[src/rtl/hbs_pkg.sv]
package hbs_pkg;

  typedef enum logic [2:0] {
    ST_OFF     = 3'd0,
    ST_HS_WAIT = 3'd1,
    ST_HS_ON   = 3'd2,
    ST_LS_WAIT = 3'd3,
    ST_LS_ON   = 3'd4,
    ST_PARK    = 3'd5
  } hbs_state_t;

  // bit positions inside the synchronized input bundle
  localparam int IDX_PWM   = 0;
  localparam int IDX_SHDN  = 1;
  localparam int IDX_VRISE = 2;
  localparam int IDX_VFALL = 3;
  localparam int IDX_LGLOW = 4;
  localparam int IDX_SWLOW = 5;
  localparam int NUM_IN    = 6;

  function automatic int unsigned ns_to_cycles(input int unsigned mhz,
                                               input int unsigned ns);
    int unsigned c;
    c = (mhz * ns + 999) / 1000;
    return (c == 0) ? 1 : c;
  endfunction

endpackage

[src/rtl/hbs_sync.sv]
module hbs_sync #(
  parameter int WIDTH  = 6,
  parameter int STAGES = 2
) (
  input  logic             clk,
  input  logic             rst,
  input  logic [WIDTH-1:0] d,
  output logic [WIDTH-1:0] q
);
  logic [WIDTH-1:0] chain_q [STAGES];

  always_ff @(posedge clk) begin
    if (rst) begin
      for (int i = 0; i < STAGES; i++) chain_q[i] <= '0;
    end else begin
      chain_q[0] <= d;
      for (int i = 1; i < STAGES; i++) chain_q[i] <= chain_q[i-1];
    end
  end

  assign q = chain_q[STAGES-1];
endmodule

[src/rtl/hbs_supply_mon.sv]
module hbs_supply_mon (
  input  logic clk,
  input  logic rst,
  input  logic rise_s,
  input  logic fall_s,
  output logic good_q
);
  always_ff @(posedge clk) begin
    if (rst)         good_q <= 1'b0;
    else if (fall_s) good_q <= 1'b0;
    else if (rise_s) good_q <= 1'b1;
  end
endmodule

[src/rtl/hbs_interval_cnt.sv]
module hbs_interval_cnt #(
  parameter int W = 8
) (
  input  logic         clk,
  input  logic         rst,
  input  logic         clr,
  input  logic         en,
  output logic [W-1:0] cnt
);
  localparam logic [W-1:0] CNT_MAX = '1;

  always_ff @(posedge clk) begin
    if (rst || clr)              cnt <= '0;
    else if (en && cnt != CNT_MAX) cnt <= cnt + 1'b1;
  end
endmodule

[src/rtl/hbs_fsm.sv]
module hbs_fsm
  import hbs_pkg::*;
#(
  parameter int FORCE_CYC = 25,
  parameter int STUCK_CYC = 200,
  parameter int CNT_W     = 8
) (
  input  logic clk,
  input  logic rst,
  input  logic enable,
  input  logic pwm_s,
  input  logic lg_low_s,
  input  logic sw_low_s,
  output logic hs_q,
  output logic ls_q,
  output logic fault_q
);
  localparam logic [CNT_W-1:0] FORCE_LAST = CNT_W'(FORCE_CYC - 1);
  localparam logic [CNT_W-1:0] STUCK_LAST = CNT_W'(STUCK_CYC - 1);

  hbs_state_t       state_q, state_d;
  logic             pwm_q;
  logic             pwm_rise;
  logic             cnt_clr, cnt_en;
  logic [CNT_W-1:0] cnt;

  assign pwm_rise = pwm_s & ~pwm_q;

  hbs_interval_cnt #(.W(CNT_W)) win_cnt_i (
    .clk(clk), .rst(rst), .clr(cnt_clr), .en(cnt_en), .cnt(cnt)
  );

  always_comb begin
    state_d = state_q;
    cnt_clr = 1'b1;
    cnt_en  = 1'b0;
    if (!enable) begin
      state_d = ST_OFF;
    end else begin
      unique case (state_q)
        ST_OFF: begin
          if (pwm_rise)     state_d = ST_HS_WAIT;
          else if (fault_q) state_d = ST_PARK;
          else if (pwm_s)   state_d = ST_HS_WAIT;
          else              state_d = ST_LS_WAIT;
        end
        ST_HS_WAIT: begin
          if (!pwm_s)        state_d = ST_LS_WAIT;
          else if (lg_low_s) state_d = ST_HS_ON;
        end
        ST_HS_ON: begin
          if (!pwm_s) state_d = ST_LS_WAIT;
        end
        ST_LS_WAIT: begin
          if (pwm_s)                  state_d = ST_HS_WAIT;
          else if (sw_low_s)          state_d = ST_LS_ON;
          else if (cnt == FORCE_LAST) state_d = ST_LS_ON;
          else begin
            cnt_clr = 1'b0;
            cnt_en  = 1'b1;
          end
        end
        ST_LS_ON: begin
          if (pwm_s)                  state_d = ST_HS_WAIT;
          else if (sw_low_s)          state_d = ST_LS_ON;
          else if (cnt == STUCK_LAST) state_d = ST_PARK;
          else begin
            cnt_clr = 1'b0;
            cnt_en  = 1'b1;
          end
        end
        ST_PARK: begin
          if (pwm_rise) state_d = ST_HS_WAIT;
        end
        default: state_d = ST_OFF;
      endcase
    end
  end

  always_ff @(posedge clk) begin
    if (rst) begin
      state_q <= ST_OFF;
      pwm_q   <= 1'b0;
      hs_q    <= 1'b0;
      ls_q    <= 1'b0;
      fault_q <= 1'b0;
    end else begin
      state_q <= state_d;
      pwm_q   <= pwm_s;
      hs_q    <= (state_d == ST_HS_ON);
      ls_q    <= (state_d == ST_LS_ON);
      if (state_q == ST_LS_ON && state_d == ST_PARK) fault_q <= 1'b1;
      else if (pwm_rise)                             fault_q <= 1'b0;
    end
  end
endmodule

[src/rtl/halfbridge_deadtime_seq.sv]
module halfbridge_deadtime_seq
  import hbs_pkg::*;
#(
  parameter int CLK_MHZ     = 100,
  parameter int FORCE_NS    = 250,
  parameter int STUCK_NS    = 2000,
  parameter int SYNC_STAGES = 2
) (
  input  logic clk,
  input  logic rst,
  input  logic pwm_in,
  input  logic shdn_in,
  input  logic vcc_rise_in,
  input  logic vcc_fall_in,
  input  logic lg_low_in,
  input  logic sw_low_in,
  output logic hs_gate_en,
  output logic ls_gate_en,
  output logic stuck_fault
);
  localparam int FORCE_CYC = int'(ns_to_cycles(CLK_MHZ, FORCE_NS));
  localparam int STUCK_CYC = int'(ns_to_cycles(CLK_MHZ, STUCK_NS));
  localparam int LONGEST   = (FORCE_CYC > STUCK_CYC) ? FORCE_CYC : STUCK_CYC;
  localparam int CNT_W     = $clog2(LONGEST + 1);

  logic [NUM_IN-1:0] raw_in, sync_in;
  logic pwm_s, shdn_s, vrise_s, vfall_s, lg_low_s, sw_low_s;
  logic pgood_q;
  logic run_en;

  always_comb begin
    raw_in            = '0;
    raw_in[IDX_PWM]   = pwm_in;
    raw_in[IDX_SHDN]  = shdn_in;
    raw_in[IDX_VRISE] = vcc_rise_in;
    raw_in[IDX_VFALL] = vcc_fall_in;
    raw_in[IDX_LGLOW] = lg_low_in;
    raw_in[IDX_SWLOW] = sw_low_in;
  end

  hbs_sync #(.WIDTH(NUM_IN), .STAGES(SYNC_STAGES)) in_sync_i (
    .clk(clk), .rst(rst), .d(raw_in), .q(sync_in)
  );

  assign pwm_s    = sync_in[IDX_PWM];
  assign shdn_s   = sync_in[IDX_SHDN];
  assign vrise_s  = sync_in[IDX_VRISE];
  assign vfall_s  = sync_in[IDX_VFALL];
  assign lg_low_s = sync_in[IDX_LGLOW];
  assign sw_low_s = sync_in[IDX_SWLOW];

  hbs_supply_mon supply_i (
    .clk(clk), .rst(rst), .rise_s(vrise_s), .fall_s(vfall_s), .good_q(pgood_q)
  );

  assign run_en = pgood_q & ~shdn_s;

  hbs_fsm #(
    .FORCE_CYC(FORCE_CYC), .STUCK_CYC(STUCK_CYC), .CNT_W(CNT_W)
  ) seq_i (
    .clk(clk), .rst(rst), .enable(run_en),
    .pwm_s(pwm_s), .lg_low_s(lg_low_s), .sw_low_s(sw_low_s),
    .hs_q(hs_gate_en), .ls_q(ls_gate_en), .fault_q(stuck_fault)
  );
endmodule

[config.mk]
export PLATFORM = sky130hd
export DESIGN_NAME = halfbridge_deadtime_seq
export DESIGN_NICKNAME = d
export VERILOG_FILES = /design/src/rtl/hbs_pkg.sv /design/src/rtl/hbs_sync.sv /design/src/rtl/hbs_supply_mon.sv /design/src/rtl/hbs_interval_cnt.sv /design/src/rtl/hbs_fsm.sv /design/src/rtl/halfbridge_deadtime_seq.sv
export SDC_FILE = /design/constraint.sdc
export NUM_CORES = 1
export LEC_CHECK = 0
export ABC_CLOCK_PERIOD_IN_PS = 2400
export CAP_MARGIN = 20
export CORE_MARGIN = 2
export CORE_UTILIZATION = 45
export DETAILED_ROUTE_END_ITERATION = 12
export DONT_BUFFER_PORTS = 1
export PLACE_DENSITY = 0.63
export SETUP_SLACK_MARGIN = 0.4
export SLEW_MARGIN = 20
export SYNTH_ARGS = -nofsm -noshare
export SYNTH_HDL_FRONTEND = slang
export SYNTH_SLANG_ARGS = --single-unit
[constraint.sdc]
create_clock -name clk -period 2.4 [get_ports clk]
set_input_delay 0.12 -clock clk [delete_from_list [all_inputs] [get_ports clk]]
set_output_delay 0.12 -clock clk [all_outputs]
set_load 0.05 [all_outputs]
==> results.md <==
- Post-Synthesis Cell Area: 1180 um^2
- Register-to-Register Path Depth: 6
- Initial antenna violation count: 0
- Overall routing resource usage: 14.0%
- Synth Flop Type: dfxtp_1
- Worst min-delay path class: input port to flip-flop
- Min Tclk post-route: 1.72 ns
- Yosys top cell by area: dfxtp_1
- DR WL met3: 87 um
- Die Ht: 55.3 um
- H-tree levels: 1
- Antenna diodes: 0
- LEAKAGE: 0.463 nW
- Avg Inst Size Synth: 9.54 um^2
- Placed Area: 1200 um^2
- Fin nets: 143
- DP Wirelength: 1.35 mm
- Top post-synthesis cells by count: dfxtp_1, nor2_1, nor2b_1, nor3_1, a21oi_1
- Final Setup Violations: 0
- Top cell type's share of synthesized area: 47.4%
- Initial Utilization: 47.7%
- Via-to-Cell Ratio: 5.40
- Layout Skew: 0.0132 ns
- Worst Max-Slew Pin Slew: 0.474 ns
- Final period util: 71.7%
- Launch point of the worst reg-to-reg path: seq_i.win_cnt_i.cnt[0]
- Number of synthesis warnings: 0
- Met1 wire length: 971 um
- Max layer used: met4
- RSZ-0062 raised after global routing: no
- Synth cell types: 36
- CP Capture Type: flip-flop
- Rows: 18
- Vias post-DR: 874
- Post-route antenna net violation count: 0
- DRC: 0
- Design area: 1330 um^2
- Flops & latches, synth: 28
- TritonCTS Buffers: 3
- Core Region: 2480 um^2
- Clock latency on the worst-skew pair: 0.33 ns
- Die width: 55.3 um
- Async SR Flop Fraction: 0%
- WL met2: 883 um
- IO Count: 11
- Largest net degree at the start of global routing: 17
- FF-to-FF End: seq_i.fault_q
- IO Port Bufs: 0
- Die area: 3050 um^2
- Setup TNS: 0 ns
- Avg WL per Cell: 12.0 um
- CTS resizes: 0
- CP Data Required Time: 2.63 ns
- Synth Net Count: 134
- Maximum VDD drop: 0.670 mV
- Overall routed net length: 1.95 mm
- Crit Path Class: flip-flop to flip-flop
- Fillers: 232
- Worst-path maximum fanout: 4
- Most frequent cell after synthesis: dfxtp_1
- Status: completed
- Cells after Synth: 124
- Min-delay src: rst
- Max_cap viols: 0
- Clock Pin Slew Worst Setup and Hold Paths: 0.15 ns
- First-pass GRT wire length: 3.45 mm
- Drt initial violations: 8
- Pwr dens: 612 nW/um^2
- Vias in the first global route: 798
- Fmax: 581 MHz
- R2R setup slack: 0.68 ns
- Total clock sinks: 28
- Sequential area share after synthesis: 47.4%
- DR pass1 iterations: 4
- Max-slew violations: 0
- GR Overflow Total: 0
- Proportion of layout cells with a drive suffix above 1: 8.33%
- Finished Core Util: 53.6%
- CTS tree: done
- CTS Root Cell: clkbuf_4
- Final Wtd Congestion: 0.778
- Crit start category: flip-flop
- Relative slew slack: 68.3%
- Hold Path Sink: seq_i.state_q[2]
- Critical Path AT: 1.95 ns
- Overall Power: 813 uW
- Post-synth EDFFs: 0
- Area grow syn2layout: 12.4%
- Synth area leaders: dfxtp_1, nor2b_1, nor2_1
- Hold path depth: 3
- Final hold viol count: 0
- Clk buf depth: 2
==> report_power, final <==
part           internal, mW  switching, mW  leakage (nW)
Sequential            0.476        0.00644         0.228
Combinational        0.0170         0.0104         0.206
Clock                 0.169          0.134        0.0279
Total                 0.662          0.150         0.463
==> state kept, by name (all words and copies together), names as in the netlist <==
signal               cells
in_sync_i.chain_q       12
seq_i.hs_q               1
supply_i.good_q          1
seq_i.state_q            3
seq_i.win_cnt_i.cnt      8
seq_i.ls_q               1
seq_i.fault_q            1
seq_i.pwm_q              1
==> cell type report <==
cell class | count | area (um^2) | share of cell area, %
Multi-Input combinational cell | 88 | 582 | 43.8
Sequential cell | 28 | 561 | 42.2
Timing Repair Buffer | 9 | 85.1 | 6.40
Tap cell | 30 | 37.5 | 2.82
Clock inverter | 1 | 30.0 | 2.26
Clock buffer | 3 | 22.5 | 1.69
Inverter | 3 | 11.3 | 0.847
==> stage by stage <==
stage	instances	worst slack [ns]	hold slack, ns
finish	162	0.679	0.107
global route	162	0.509	0.113
CTS	161	0.575	0.0912
detailed placement	150	0.592	0.194
global placement	150	0.695	0.193
floorplan	124	0.877	0.192
==> timing repair <==
item,CTS,global route
hold buffers,7,0
endpoints found under the setup margin,0,5
setup buffers,0,1
endpoints found under the hold margin,15,0
==> kinds of logic (layout without fill, tap and decap cells) <==
family                   count (synthesis)  in the layout  share of synthesized area (%)
AND/OR/NAND/NOR                         63             63                           31.5
flip-flops                              28             28                           47.4
AO/OA/AOI/OAI                           19             19                           12.4
buffers and inverters                    8             16                           3.39
adder cells (fa/ha/maj)                  2              2                           2.12
XOR/XNOR                                 2              2                           1.48
multiplexers                             2              2                           1.69
==> layer usage <==
layer  track usage [%]  up-vias
met5                 0        -
met4              3.83        0
met3              5.39        2
met2              21.6       19
met1              18.3      392
li1                  -      461
==> worst max path at each step <==
stage	start	end	slack (ns)	cells after the start
floorplan	seq_i.win_cnt_i.cnt[1]	seq_i.win_cnt_i.cnt[2]	0.88	5
global placement	seq_i.win_cnt_i.cnt[1]	seq_i.win_cnt_i.cnt[5]	0.70	5
detailed placement	seq_i.win_cnt_i.cnt[1]	seq_i.win_cnt_i.cnt[5]	0.59	5
CTS	seq_i.win_cnt_i.cnt[1]	seq_i.win_cnt_i.cnt[2]	0.58	5
global route	seq_i.win_cnt_i.cnt[0]	seq_i.fault_q	0.51	6
finish	seq_i.win_cnt_i.cnt[0]	seq_i.fault_q	0.68	6
==> layout by cell type (no fill, tap or decap), types with 3 or more instances in the layout <==
cell type / count
dfxtp_1: 28
nor2_1: 17
nor2b_1: 15
nor3_1: 9
dlygate4sd3_1: 7
a21oi_1: 4
inv_1: 3
nand3b_1: 3
a211oi_1: 3
nand2_1: 3
nand2b_1: 3
clkbuf_4: 3
==> critical path, cell delays in order, from the launching register on <==
cell and delay, ns:
dfxtp_1 0.39, inv_1 0.08, ha_1 0.21, and4b_1 0.21
a21oi_1 0.30, a221oi_2 0.14, o41ai_2 0.29
Power figures use the tool's default switching activity.
